==> config.mk <==
export PLATFORM = sky130hd
export DESIGN_NAME = rundown_adc_seq
export DESIGN_NICKNAME = d
export VERILOG_FILES = /design/src/rtl/wrd_pkg.sv /design/src/rtl/wrd_sync.sv /design/src/rtl/wrd_runcounter.sv /design/src/rtl/wrd_lost.sv /design/src/rtl/wrd_fsm.sv /design/src/rtl/rundown_adc_seq.sv
export SDC_FILE = /design/constraint.sdc
export NUM_CORES = 1
export LEC_CHECK = 0
export BUFFER_PORTS_ARGS = -buffer_cell sky130_fd_sc_hd__buf_2
export CAP_MARGIN = 25
export CORE_MARGIN = 5
export CORE_UTILIZATION = 51
export CTS_CLUSTER_SIZE = 10
export DETAILED_ROUTE_END_ITERATION = 6
export PLACE_DENSITY = 0.79
export SYNTH_ARGS = -nofsm -noshare
export SYNTH_HDL_FRONTEND = slang
export SYNTH_SLANG_ARGS = --single-unit
==> constraint.sdc <==
create_clock -name clk -period 1.6 [get_ports clk]
set_clock_uncertainty 0.05 [all_clocks]
set_input_delay 0.24 -clock clk [delete_from_list [all_inputs] [get_ports clk]]
set_output_delay 0.24 -clock clk [all_outputs]
set_load 0.02 [all_outputs]
==> src/rtl/wrd_pkg.sv <==
`timescale 1ns/1ps
package wrd_pkg;

    localparam int DEF_CODE_W      = 13;
    localparam int DEF_SYNC_STAGES = 2;
    localparam int DEF_LOST_W      = 8;

    typedef enum logic [1:0] {
        ST_IDLE    = 2'd0,
        ST_RUN     = 2'd1,
        ST_CUR_OFF = 2'd2,
        ST_RECON   = 2'd3
    } seq_state_t;

    typedef struct packed {
        logic isolate;
        logic discharge;
        logic count;
        logic busy;
    } strobe_t;

    function automatic strobe_t decode_strobes(seq_state_t s);
        strobe_t r;
        r.isolate   = (s == ST_RUN) || (s == ST_CUR_OFF);
        r.discharge = (s == ST_RUN);
        r.count     = (s == ST_RUN);
        r.busy      = (s != ST_IDLE);
        return r;
    endfunction

    function automatic int count_width(int code_w, int sync_stages);
        return $clog2((1 << code_w) + sync_stages + 1);
    endfunction

endpackage

==> src/rtl/wrd_sync.sv <==
`timescale 1ns/1ps
module wrd_sync #(
    parameter int STAGES = 2
) (
    input  logic clk,
    input  logic rst,
    input  logic d,
    output logic q
);
    logic [STAGES-1:0] chain;

    generate
        for (genvar i = 0; i < STAGES; i++) begin : g_stage
            if (i == 0) begin : g_first
                always_ff @(posedge clk) begin
                    if (rst) chain[0] <= 1'b0;
                    else     chain[0] <= d;
                end
            end else begin : g_next
                always_ff @(posedge clk) begin
                    if (rst) chain[i] <= 1'b0;
                    else     chain[i] <= chain[i-1];
                end
            end
        end
    endgenerate

    assign q = chain[STAGES-1];

    // output follows the input exactly STAGES edges later
    assert_sync_delay_R4: assert property (@(posedge clk) disable iff (rst)
        $past(rst) == 1'b0 |-> q == $past(chain[STAGES-2]));
endmodule

==> src/rtl/wrd_runcounter.sv <==
`timescale 1ns/1ps
module wrd_runcounter #(
    parameter int W = 14
) (
    input  logic         clk,
    input  logic         rst,
    input  logic         clear,
    input  logic         en,
    output logic [W-1:0] cnt
);
    always_ff @(posedge clk) begin
        if (rst)        cnt <= '0;
        else if (clear) cnt <= '0;
        else if (en)    cnt <= cnt + 1'b1;
    end

    assert_count_step_R3: assert property (@(posedge clk) disable iff (rst)
        en && !clear |=> cnt == $past(cnt) + 1'b1);

    assert_count_hold_R3: assert property (@(posedge clk) disable iff (rst)
        !en && !clear |=> $stable(cnt));
endmodule

==> src/rtl/wrd_lost.sv <==
`timescale 1ns/1ps
module wrd_lost #(
    parameter int W = 8
) (
    input  logic         clk,
    input  logic         rst,
    input  logic         hit,
    output logic [W-1:0] total
);
    localparam logic [W-1:0] TOP = '1;

    always_ff @(posedge clk) begin
        if (rst)                      total <= '0;
        else if (hit && total != TOP) total <= total + 1'b1;
    end

    assert_lost_step_R7: assert property (@(posedge clk) disable iff (rst)
        hit && total != TOP |=> total == $past(total) + 1'b1);

    assert_lost_sat_R8: assert property (@(posedge clk) disable iff (rst)
        total == TOP |=> total == TOP);

    assert_lost_idle_R7: assert property (@(posedge clk) disable iff (rst)
        !hit |=> $stable(total));
endmodule

==> src/rtl/wrd_fsm.sv <==
`timescale 1ns/1ps
module wrd_fsm
    import wrd_pkg::*;
#(
    parameter int CODE_W      = 13,
    parameter int SYNC_STAGES = 2,
    parameter int CNT_W       = 14
) (
    input  logic              clk,
    input  logic              rst,
    input  logic              peak,
    input  logic              cmp_s,
    input  logic [CNT_W-1:0]  cnt,
    output strobe_t           st,
    output logic              cnt_clear,
    output logic              lost_hit,
    output logic [CODE_W-1:0] code,
    output logic              ovf,
    output logic              code_valid
);
    localparam int                FULL_I = (1 << CODE_W) - 1;
    localparam logic [CNT_W-1:0]  LIMIT  = CNT_W'(FULL_I + SYNC_STAGES);
    localparam logic [CNT_W-1:0]  BLANK  = CNT_W'(SYNC_STAGES);
    localparam logic [CODE_W-1:0] FULL   = '1;

    seq_state_t state;
    logic       stop;
    logic       limit;
    logic       accept;

    assign st        = decode_strobes(state);
    assign accept    = (state == ST_IDLE) && peak;
    assign cnt_clear = accept;
    assign lost_hit  = peak && (state != ST_IDLE);
    assign stop      = (cnt >= BLANK) && !cmp_s;
    assign limit     = (cnt == LIMIT);

    always_ff @(posedge clk) begin
        if (rst) begin
            state      <= ST_IDLE;
            code       <= '0;
            ovf        <= 1'b0;
            code_valid <= 1'b0;
        end else begin
            code_valid <= 1'b0;
            unique case (state)
                ST_IDLE: begin
                    if (peak) state <= ST_RUN;
                end
                ST_RUN: begin
                    if (stop) begin
                        code  <= CODE_W'(cnt - BLANK);
                        ovf   <= 1'b0;
                        state <= ST_CUR_OFF;
                    end else if (limit) begin
                        code  <= FULL;
                        ovf   <= 1'b1;
                        state <= ST_CUR_OFF;
                    end
                end
                ST_CUR_OFF: state <= ST_RECON;
                ST_RECON: begin
                    state      <= ST_IDLE;
                    code_valid <= 1'b1;
                end
                default: state <= ST_IDLE;
            endcase
        end
    end

    assert_strobes_together_R2: assert property (@(posedge clk) disable iff (rst)
        $rose(st.isolate) |-> $rose(st.discharge) && $rose(st.count) && $rose(st.busy));

    assert_start_from_idle_R7: assert property (@(posedge clk) disable iff (rst)
        $rose(st.discharge) |-> !$past(st.busy));

    assert_release_order_R6: assert property (@(posedge clk) disable iff (rst)
        $fell(st.discharge) |-> st.isolate && st.busy && !st.count);

    assert_busy_last_R6: assert property (@(posedge clk) disable iff (rst)
        $fell(st.busy) |-> !st.isolate && code_valid);

    assert_valid_pulse_R6: assert property (@(posedge clk) disable iff (rst)
        code_valid |=> !code_valid);

    assert_no_overflow_code_R5: assert property (@(posedge clk) disable iff (rst)
        ovf |-> code == FULL);

    assert_result_stable_R9: assert property (@(posedge clk) disable iff (rst)
        !$fell(st.discharge) |-> $stable(code) && $stable(ovf));
endmodule

==> src/rtl/rundown_adc_seq.sv <==
`timescale 1ns/1ps
module rundown_adc_seq
    import wrd_pkg::*;
#(
    parameter int CODE_W      = DEF_CODE_W,
    parameter int SYNC_STAGES = DEF_SYNC_STAGES,
    parameter int LOST_W      = DEF_LOST_W
) (
    input  logic              clk,
    input  logic              rst,
    input  logic              peak_ok,
    input  logic              cmp_above,
    output logic              hold_isolate,
    output logic              dischg_on,
    output logic              count_en,
    output logic              busy,
    output logic [CODE_W-1:0] code,
    output logic              overflow,
    output logic              code_valid,
    output logic [LOST_W-1:0] lost_count
);
    localparam int CNT_W = count_width(CODE_W, SYNC_STAGES);

    strobe_t          st;
    logic             cmp_s;
    logic             cnt_clear;
    logic             lost_hit;
    logic [CNT_W-1:0] cnt;

    wrd_sync #(.STAGES(SYNC_STAGES)) u_sync (
        .clk (clk),
        .rst (rst),
        .d   (cmp_above),
        .q   (cmp_s)
    );

    wrd_runcounter #(.W(CNT_W)) u_cnt (
        .clk   (clk),
        .rst   (rst),
        .clear (cnt_clear),
        .en    (st.count),
        .cnt   (cnt)
    );

    wrd_fsm #(
        .CODE_W      (CODE_W),
        .SYNC_STAGES (SYNC_STAGES),
        .CNT_W       (CNT_W)
    ) u_fsm (
        .clk        (clk),
        .rst        (rst),
        .peak       (peak_ok),
        .cmp_s      (cmp_s),
        .cnt        (cnt),
        .st         (st),
        .cnt_clear  (cnt_clear),
        .lost_hit   (lost_hit),
        .code       (code),
        .ovf        (overflow),
        .code_valid (code_valid)
    );

    wrd_lost #(.W(LOST_W)) u_lost (
        .clk   (clk),
        .rst   (rst),
        .hit   (lost_hit),
        .total (lost_count)
    );

    assign hold_isolate = st.isolate;
    assign dischg_on    = st.discharge;
    assign count_en     = st.count;
    assign busy         = st.busy;

    assert_dead_time_R7: assert property (@(posedge clk) disable iff (rst)
        busy && peak_ok && !code_valid |=> busy || code_valid);
endmodule

==> out/metrics.yaml, run 1 <==
synth_area_mm2: 0.002111
grt_pass1_vias: 1819
cpPeakStageDelay_ns: 0.35
drt-initial-drc-count: 116
cts.reportedPaths.clkPinSlew_ns: 0.09
synth.area.mux_share: 0.009484
initial_core_util: 0.5277
gr-usage-all-layers: 0.2007
post-route-drc-count: 0
overflow: 0
max_slew_margin: 0.7386
die_w_um: 74.34
p_int_mw: 2.429
grt_pass1_wl_um: 8493
fp.dieH_um: 74.34
syn_to_final_growth_pct: 50.56
globalplace.congestion: 0.8415
synth_compound_area_frac: 0.1156
yosysTopAreaCellShare: 0.3889
stdcell_area_mm2: 0.003178
final_cell_mix: "buf_4, buf_2, dfxtp_1"
synth_adder_area_share: 0.05928
comb_power_share: 0.505
path_delay_family: "simple AND/OR/NAND/NOR gates"
nNetsFinal: 316
period_minus_slack_ns: 1.762
swShare: 0.3801
cts_made_buffers: 5
total_power_mw: 3.919
syn_area_per_cell_um2: 9.594
diodes: 0
cts_sinks: 41
finalWorstSetupSlack_ns: -0.1615
avgViaCountPerCell: 5.603
yosysSeqAreaShare: 0.3889
multi_input_area_mm2: 0.001468
die_area_mm2: 0.005526
outcome: "finished with violations"
drv_cap: 0
synth.area.top_cells: "dfxtp_1, ha_1, xor2_1"
async_flop_share: 0
report.final.slew_viol_count: 0
path_common_cell: "buf_6"
via_count: 1978
synth_cells: 220
crit_fanout: 6
wl_um: 6611
rsz0062_at_grt: "true"
dp.cells: 328
yosys.area_share.simple: 0.2567
dp_hpwl_um: 3480
p_seq_frac: 0.320
path_buf_inv: 3
final-seq-area_um2: 842.1
path_class: "flip-flop to flip-flop"
tightest_slew_ns: 0.3866
placed_cell_area_mm2: 0.002585
worstSetupEndpointType: "flip-flop"
setup_viol: 21
p_leak_nw: 1.420
htree_num_levels: 2
crit_required_ns: 1.77
wl_per_cell_um: 18.73
hold_buffers: 0
io_buffers: 30
peakVddDrop_mv: 0.6605
startpoint_type: "flip-flop"
path_cells: "nor4_4 -> and4_4 -> nor3b_4 -> buf_6 -> clkbuf_16 -> buf_6 -> a211oi_2"
rows: 23
layout-drive-gt1-share: 0.5479
root_buffer: "clkbuf_8"
clk_latency_ns: 0.30
cts.path.max_buffers: 2
final_common_cell: "buf_4"
synth_cell_type_count: 44
drt-pass1-iter-count: 4
yosysWarnings: 0
synth_edf_count: 0
switchingPower_mw: 1.489
synth_nets: 234
powerDensity_mw_per_mm2: 1233
core_mm2: 0.004000
cp.arrival_ns: 1.93
grt_max_degree: 24
hp-class: "input port to flip-flop"
violations: "negative setup slack"
io_pins: 31
ys.flop_type: "dfxtp_1"
final_cells: 353
synth_top_family_by_area: "simple AND/OR/NAND/NOR gates"
fill_cells: 213
cts_tree: "done"
slowest_stage: "dfxtp_1"
synth-seq-cells: 41
antenna_left: 0
synth_xor_area_frac: 0.1120
pwr-share-clk: 0.174
min_period_over_period: 1.101
fmax_mhz: 567.7
antenna_found_initial: 0
synth_largest_area_cell: "dfxtp_1"
hold_viol: 0
layer usage:
layer,track usage,vias to the layer above,part of all wire
li1,-,928,-
met2,0.3356,63,0.52
met5,0,-,0
met3,0.04595,16,0.053
met4,0.07510,0,0.024
met1,0.2525,971,0.40
worst paths after layout:
kind / from / endpoint / slack [ns] / cells past startpoint
hold / removal: cmp_above / u_sync.chain[0]$_SDFF_PP0_ / 0.14 / 2
setup / recovery: u_cnt.cnt[6]$_SDFFE_PP0P_ / u_fsm.code[11]$_SDFFE_PP0P_ / -0.16 / 7
hold reg to reg: u_sync.chain[0]$_SDFF_PP0_ / u_sync.q$_SDFF_PP0_ / 0.41 / 1
setup reg to reg: u_cnt.cnt[6]$_SDFFE_PP0P_ / u_fsm.code[11]$_SDFFE_PP0P_ / -0.16 / 7
kinds of logic after synthesis:
family,count (synthesis)
buffers and inverters,21
AOI/OAI and AO/OA,23
xor gates and xnor gates,27
DFF,41
adders and majority gates,10
and+or+nand+nor,96
muxes,2
sequential cells by signal, summed over array words and instances (netlist names):
name	cells
u_fsm.code_valid	1
u_fsm.code	13
u_cnt.cnt	14
u_lost.total	8
u_fsm.state	2
u_fsm.ovf	1
u_sync.chain	1
u_sync.q	1
power groups by stage:
stage | registers (mW) | clock network, mW | logic, mW
final | 1.25 | 0.684 | 1.98
after floorplan | 1.34 | 0 | 0.835
after global placement | 1.24 | 0 | 1.41
after global routing | 1.27 | 0.726 | 2.11
after CTS | 1.23 | 0.684 | 1.49
after detailed placement | 1.24 | 0 | 1.43
synth_stat cells (2+ instances only):
cell type  instances
o21ai_0            2
nand4_1            5
mux2i_1            2
dfxtp_1           41
buf_2              2
ha_1              10
nor3_2             7
nand3_1            7
and3_1             6
clkbuf_1           4
buf_6              3
nor2b_1            4
xnor2_1           13
a211oi_2           9
inv_1              9
nand2_1           14
a211oi_1           2
nor3_1            12
xor2_1            14
buf_4              2
nor4_1             2
nor2_1            28
worst register-to-register path, cell delays in order, from the launching register on:
cell       delay, ns
dfxtp_1         0.35
nor4_4          0.33
and4_4          0.29
nor3b_4         0.05
buf_6           0.13
clkbuf_16       0.15
buf_6           0.12
a211oi_2        0.22
per-stage QoR:
step	hold slack [ns]	TNS, ns	utilization	setup WS (ns)
2_1_floorplan	0.2616	-0.3007	-	-0.04050
3_3_place_gp	0.3677	-0.4154	0.6462	-0.04423
3_5_place_dp	0.3809	-1.547	0.6462	-0.1506
4_1_cts	0.1067	-1.433	0.6784	-0.08329
5_1_grt	0.1557	-3.722	0.7945	-0.2482
6_report	0.1373	-1.748	0.7945	-0.1615
repair_timing:
item                       CTS  global route
setup buffers                2            12
resized for setup            6            62
cloned                       0             3
setup endpoints to repair   32            33
pin swaps                    0            27
area by class of cell:
cell class              count  share of cell area
inverters                   9             0.01063
flip-flops and latches     41              0.2650
multi-input cells         158              0.4618
clock inverters             3            0.005512
repair buffers             87              0.2157
well taps                  50             0.01969
clock buffers               5             0.02165
(Power assumes the default switching activity.)
==> run 2: changes to the inputs <==
Settings changed: SETUP_SLACK_MARGIN from default to 0.05.
==> run 2 against run 1 <==
The run still ends with negative setup slack left. Utilization increased by 1.9 points. Flip-flop and latch count unchanged. Critical endpoint is now u_fsm.code[3]$_SDFFE_PP0P_. Largest cell class unchanged. Clock power increased by 20%.
==> out/metrics.yaml, run 2 (same netlist as run 1, synthesis figures left out) <==
outcome: "finished with violations"  # unchanged
violations: "negative setup slack"  # unchanged
initial_core_util: 0.5277  # unchanged
slowest_stage: "dfxtp_4"  # was dfxtp_1
cp.arrival_ns: 1.83  # was 1.93 ns
grt_pass1_wl_um: 10570  # was 8493 um
dp_slack_ns: -0.04768  # was -0.1506 ns
utilization: 0.8133  # was 0.7945
avgViaCountPerCell: 5.708  # was 5.603
fmax_mhz: 590.0  # was 567.7 MHz
htree_num_levels: 2  # unchanged
p_seq_frac: 0.312  # was 0.320
crit_required_ns: 1.74  # was 1.77 ns
peakVddDrop_mv: 0.6230  # was 0.6605 mV
powerDensity_mw_per_mm2: 1265  # was 1233 mW/mm^2
antenna_found_initial: 0  # unchanged
cts_tree: "done"  # unchanged
startpoint_type: "flip-flop"  # unchanged
multi_input_area_mm2: 0.001506  # was 0.001468 mm^2
cts.path.max_buffers: 2  # unchanged
drv_cap: 0  # unchanged
path_class: "flip-flop to flip-flop"  # unchanged
gr-usage-all-layers: 0.2595  # was 0.2007
drt-pass1-iter-count: 5  # was 4
pwr-share-clk: 0.200  # was 0.174
io_buffers: 30  # unchanged
setup_viol: 25  # was 21
tightest_slew_ns: 0.3145  # was 0.3866 ns
root_buffer: "clkbuf_8"  # unchanged
max_slew_margin: 0.7889  # was 0.7386
hold_buffers: 0  # unchanged
via_count: 2015  # was 1978
rows: 23  # unchanged
post-route-drc-count: 0  # unchanged
fill_cells: 198  # was 213
syn_to_final_growth_pct: 54.12  # was 50.56%
period_minus_slack_ns: 1.695  # was 1.762 ns
p_int_mw: 2.562  # was 2.429 mW
dp_hpwl_um: 3515  # was 3480 um
stdcell_area_mm2: 0.003253  # was 0.003178 mm^2
dp.cells: 326  # was 328
comb_power_share: 0.488  # was 0.505
cts_sinks: 41  # unchanged
final_cell_mix: "buf_4, dfxtp_1, buf_2"  # was buf_4, buf_2, dfxtp_1
min_period_over_period: 1.059  # was 1.101
drt-initial-drc-count: 131  # was 116
largest_reg_flops: 14  # unchanged
globalplace.congestion: 0.8014  # was 0.8415
die_w_um: 74.34  # unchanged
cts.reportedPaths.clkPinSlew_ns: 0.09  # about the same
core_mm2: 0.004000  # unchanged
worstSetupEndpointType: "flip-flop"  # unchanged
hold_path_end: "u_sync.chain[0]$_SDFF_PP0_"  # unchanged
rsz0062_at_grt: "true"  # unchanged
swShare: 0.3774  # was 0.3801
cts_made_buffers: 5  # unchanged
crit_fanout: 6  # unchanged
diodes: 0  # unchanged
hp-start: "cmp_above"  # unchanged
overflow: 0  # unchanged
ff2ff_setup_slack_ns: -0.1  # was -0.16 ns
final_cells: 353  # unchanged
placed_cell_area_mm2: 0.002604  # was 0.002585 mm^2
reg_top3: "u_cnt.cnt: 14 flops, u_fsm.code: 13 flops, u_lost.total: 8 flops"  # unchanged
finalWorstSetupSlack_ns: -0.09506  # was -0.1615 ns
clk_latency_ns: 0.31  # was 0.30 ns
final-seq-area_um2: 844.6  # was 842.1 um^2
wl_per_cell_um: 20.69  # was 18.73 um
io_pins: 31  # unchanged
total_power_mw: 4.114  # was 3.919 mW
cpPeakStageDelay_ns: 0.37  # was 0.35 ns
hold_viol: 0  # unchanged
hp-class: "input port to flip-flop"  # unchanged
grt_max_degree: 24  # unchanged
r2r-end: "u_fsm.code[3]$_SDFFE_PP0P_"  # was u_fsm.code[11]$_SDFFE_PP0P_
final_common_cell: "buf_4"  # unchanged
fp.dieH_um: 74.34  # unchanged
antenna_left: 0  # unchanged
layout-drive-gt1-share: 0.5677  # was 0.5479
path_cells: "nor4_4 -> and4_4 -> nor3b_4 -> buf_4 -> buf_12 -> nor3_2 -> a211oi_1"  # was nor4_4 -> and4_4 -> nor3b_4 -> buf_6 -> clkbuf_16 -> buf_6 -> a211oi_2
report.final.slew_viol_count: 0  # unchanged
rr_startpoint: "u_cnt.cnt[4]$_SDFFE_PP0P_"  # was u_cnt.cnt[6]$_SDFFE_PP0P_
grt_pass1_vias: 2094  # was 1819
holdPathStages: 2  # unchanged
die_area_mm2: 0.005526  # unchanged
r2r_cells: 7  # unchanged
nNetsFinal: 316  # unchanged
wl_um: 7304  # was 6611 um
top_register: "u_cnt.cnt"  # unchanged
switchingPower_mw: 1.553  # was 1.489 mW
p_leak_nw: 1.433  # was 1.420 nW
-- run 2: changes by cell type in the layout (fill, tap and decap cells not counted), sizes merged --
cell | previous run | this run
buf | 84 | 86
clkbuf | 8 | 7
clkinv | 2 | 1
-- run 2: what timing repair did --
action | CTS | global route
setup endpoints to repair | 28 | 33
cloned | 2 | 1
setup buffers | 13 | 4
endpoints found under the hold margin | 0 | 0
pin swaps | 12 | 24
gates resized for setup | 43 | 37
-- run 2: cell type report --
type | count | share of cell area
well taps | 50 | 0.01923
flip-flops and latches | 41 | 0.2596
inverters | 9 | 0.01115
multi-input cells | 158 | 0.4631
clock buffers | 6 | 0.02885
repair buffers | 87 | 0.2131
clock inverters | 2 | 0.005000
-- run 2: worst max-delay path, delay by kind of cell, from the launching register on --
kind	cells	cell delay (ns)
DFF	1	0.37
and+or+nand+nor	4	0.80
AOI/OAI and AO/OA	1	0.06
buffers and inverters	2	0.29
-- run 2: how the worst max path moves through the flow --
stage,startpoint,to,slack (ns),cells past startpoint
final,u_cnt.cnt[4]$_SDFFE_PP0P_,u_fsm.code[3]$_SDFFE_PP0P_,-0.1,7
after global routing,u_cnt.cnt[4]$_SDFFE_PP0P_,u_fsm.code[1]$_SDFFE_PP0P_,-0.17,7
after CTS,u_cnt.cnt[0]$_SDFFE_PP0P_,u_fsm.code[4]$_SDFFE_PP0P_,-0.03,9
after detailed placement,u_cnt.cnt[0]$_SDFFE_PP0P_,u_fsm.code[5]$_SDFFE_PP0P_,-0.05,8
after global placement,u_cnt.cnt[2]$_SDFFE_PP0P_,u_fsm.code[4]$_SDFFE_PP0P_,-0.02,6
after floorplan,u_cnt.cnt[6]$_SDFFE_PP0P_,u_fsm.state[0]$_SDFFE_PP0P_,-0.03,6
-- run 2: stage by stage --
step	setup TNS, ns	hold slack, ns
finish	-1.280	0.1420
global route	-2.847	0.1588
CTS	-0.1381	0.1032
detailed placement	-0.2906	0.4012
global placement	-0.07005	0.3936
floorplan	-0.06386	0.2616
-- run 2: routing by layer --
metal  GRT usage  up-vias  share of wire
li1            -      922              -
met1      0.3008      984           0.37
met2      0.4390       86           0.53
met3     0.05405       23          0.052
met4      0.1561        0          0.038
met5           0        -              0
-- run 2: power by group through the flow --
stage | sequential (mW) | clock, mW | combinational, mW
6_report | 1.28 | 0.823 | 2.01
3_3_place_gp | 1.25 | 0 | 1.39
4_1_cts | 1.26 | 0.799 | 1.76
2_1_floorplan | 1.35 | 0 | 0.885
3_5_place_dp | 1.26 | 0 | 1.42
5_1_grt | 1.29 | 0.869 | 2.11
==> run 3: changes to the inputs <==
--- a/config.mk
+++ b/config.mk
@@ -9,4 +9,5 @@
 export CAP_MARGIN = 25
-export CORE_MARGIN = 5
-export CORE_UTILIZATION = 51
+export CELL_PAD_IN_SITES_DETAIL_PLACEMENT = 1
+export CELL_PAD_IN_SITES_GLOBAL_PLACEMENT = 2
+export CORE_UTILIZATION = 32
 export CTS_CLUSTER_SIZE = 10
==> constraint.sdc (replaced) <==
create_clock -name clk -period 1.6 [get_ports clk]
set_clock_uncertainty 0.05 [all_clocks]
set_input_delay 0.08 -clock clk [delete_from_list [all_inputs] [get_ports clk]]
set_output_delay 0.08 -clock clk [all_outputs]
set_load 0.02 [all_outputs]
==> run 3 against run 2 <==
Combinational power rose by 7%. Fmax fell by 6.5%. Clock power rose by 16%. Highest routed layer unchanged. Critical endpoint is now u_cnt.cnt[10]$_SDFFE_PP0P_. Final area rose by 5.1%. Wire length fell by 0.15%. Flip-flop and latch count did not move. Non-clock buffer count rose by 14. Critical path depth rose by 3. The flow still finishes with violations (negative setup slack). Utilization fell by 27 points. Final cell count rose by 12%.
==> out/metrics.yaml, run 3 (same netlist as run 1, synthesis figures left out) <==
fp.dieH_um: 83.22  # was 74.34 um
grt_max_degree: 24  # unchanged
powerDensity_mw_per_mm2: 1270  # was 1265 mW/mm^2
crit_required_ns: 1.79  # was 1.74 ns
io_pins: 31  # unchanged
drt-pass1-iter-count: 4  # was 5
hp-start: "rst"  # was cmp_above
fmax_mhz: 551.4  # was 590.0 MHz
cts_made_buffers: 5  # unchanged
rr_startpoint: "u_fsm.state[1]$_SDFFE_PP0P_"  # was u_cnt.cnt[4]$_SDFFE_PP0P_
core_mm2: 0.006350  # was 0.004000 mm^2
slowest_stage: "dfxtp_2"  # was dfxtp_4
cpPeakStageDelay_ns: 0.33  # was 0.37 ns
period_minus_slack_ns: 1.814  # was 1.695 ns
max_slew_margin: 0.7766  # was 0.7889
startpoint: "u_fsm.state[1]$_SDFFE_PP0P_"  # was u_cnt.cnt[4]$_SDFFE_PP0P_
root_buffer: "clkbuf_8"  # unchanged
antenna_left: 0  # unchanged
nNetsFinal: 330  # was 316
path_delay_family: "simple AND/OR/NAND/NOR gates"  # unchanged
initial_core_util: 0.3324  # was 0.5277
via_count: 1980  # was 2015
die_area_mm2: 0.006925  # was 0.005526 mm^2
path_cells: "inv_2 -> buf_6 -> ha_4 -> buf_12 -> nand4_1 -> buf_4 -> nor3_4 -> nand2_1 -> xor2_1 -> nor2_1"  # was nor4_4 -> and4_4 -> nor3b_4 -> buf_4 -> buf_12 -> nor3_2 -> a211oi_1
startpoint_type: "flip-flop"  # unchanged
rows: 29  # was 23
min_period_over_period: 1.133  # was 1.059
drt-met1-wl_um: 3032  # was 2735 um
top_register: "u_cnt.cnt"  # unchanged
reg_top3: "u_cnt.cnt: 14 flops, u_fsm.code: 13 flops, u_lost.total: 8 flops"  # unchanged
fill_cells: 700  # was 198
path_class: "flip-flop to flip-flop"  # unchanged
diodes: 0  # unchanged
worstSetupEndpointType: "flip-flop"  # unchanged
cts.reportedPaths.clkPinSlew_ns: 0.08  # was 0.09 ns
crit_fanout: 5  # was 6
antenna_found_initial: 0  # unchanged
p_leak_nw: 1.518  # was 1.433 nW
final_cell_mix: "buf_4, dfxtp_1, buf_2"  # unchanged
largest_reg_flops: 14  # unchanged
hp-class: "input port to flip-flop"  # unchanged
final_common_cell: "buf_4"  # unchanged
cp.arrival_ns: 2.00  # was 1.83 ns
cts_tree: "done"  # unchanged
top_layer_used: "met4"  # unchanged
wl_met2_um: 3838  # was 3905 um
dr_wl_met3_um: 192  # was 382 um
gr-usage-all-layers: 0.1944  # was 0.2595
globalplace.congestion: 0.7399  # was 0.8014
post-route-drc-count: 0  # unchanged
setup_viol: 28  # was 25
finalWorstSetupSlack_ns: -0.2136  # was -0.09506 ns
grt_pass1_wl_um: 10560  # was 10570 um
wl_per_cell_um: 18.51  # was 20.69 um
clk_latency_ns: 0.31  # about the same
ff2ff_setup_slack_ns: -0.21  # was -0.1 ns
path_buf_inv: 4  # was 2
avgViaCountPerCell: 5.025  # was 5.708
rsz0062_at_grt: "true"  # unchanged
drt-initial-drc-count: 82  # was 131
overflow: 0  # unchanged
die_w_um: 83.22  # was 74.34 um
cts.path.max_buffers: 2  # unchanged
report.final.slew_viol_count: 0  # unchanged
dp_hpwl_um: 3844  # was 3515 um
grt_pass1_vias: 2096  # was 2094
io_buffers: 30  # unchanged
total_power_mw: 4.342  # was 4.114 mW
syn_to_final_growth_pct: 62.00  # was 54.12%
hold_viol: 0  # unchanged
cts_sinks: 41  # unchanged
tightest_slew_ns: 0.3340  # was 0.3145 ns
finalSetupTns_ns: -3.067  # was -1.280 ns
utilization: 0.5385  # was 0.8133
layout-drive-gt1-share: 0.5741  # was 0.5677
drv_cap: 0  # unchanged
violations: "negative setup slack"  # unchanged
outcome: "finished with violations"  # unchanged
peakVddDrop_mv: 0.6489  # was 0.6230 mV
wl_um: 7293  # was 7304 um
htree_num_levels: 2  # unchanged
[run 3: layout make-up]
type                    instances  area [um^2]  share of cell area
clock buffers                   6        93.84             0.02744
clock inverters                 2        35.03             0.01025
inverters                       9        33.78            0.009879
multi-input cells             158         1489              0.4354
flip-flops and latches         41        834.6              0.2441
well taps                      77        96.34             0.02817
repair buffers                101        837.1              0.2448
[run 3: worst min-delay path: stages]
cell and delay (ns):
buf_2 0.09, inv_1 0.13, o31ai_2 0.09, a21oi_1 0.04
[run 3: path summary, 6_finish.rpt]
kind	cells past startpoint	to
setup / recovery	10	u_cnt.cnt[10]$_SDFFE_PP0P_
hold / removal	4	u_fsm.code[12]$_SDFFE_PP0P_
setup reg to reg	10	u_cnt.cnt[10]$_SDFFE_PP0P_
hold reg to reg	1	u_sync.q$_SDFF_PP0_
[run 3: routing by layer]
| layer | track usage | vias to the layer above |
|---|---|---|
| met2 | 0.3286 | 33 |
| met5 | 0 | - |
| met4 | 0.09404 | 0 |
| met3 | 0.04374 | 15 |
| met1 | 0.2322 | 978 |
| li1 | - | 954 |
[run 3: per-stage QoR]
step,area [um^2],setup WS [ns],cells,hold WS [ns]
2_1_floorplan,2181,-0.02759,220,0.1016
3_3_place_gp,2638,-0.5289,353,0.2605
3_5_place_dp,2653,-0.1921,354,0.2608
4_1_cts,3176,-0.1142,380,0.08754
5_1_grt,3420,-0.3387,394,0.1358
6_report,3420,-0.2136,394,0.1189
[run 3: where the power goes]
group / leakage [nW] / switching (mW) / internal (mW)
clock network: 0.0663 / 0.395 / 0.557
registers: 0.336 / 0.0898 / 1.15
logic: 1.12 / 1.04 / 1.12
total: 1.52 / 1.52 / 2.82
[run 3: what timing repair did]
item / CTS / global route
cloned: 2 / 0
setup buffers: 15 / 17
pin swaps: 27 / 25
endpoints found under the setup margin: 30 / 35
resized for setup: 43 / 32
hold endpoints to repair: 1 / 0
hold buffers: 1 / 0
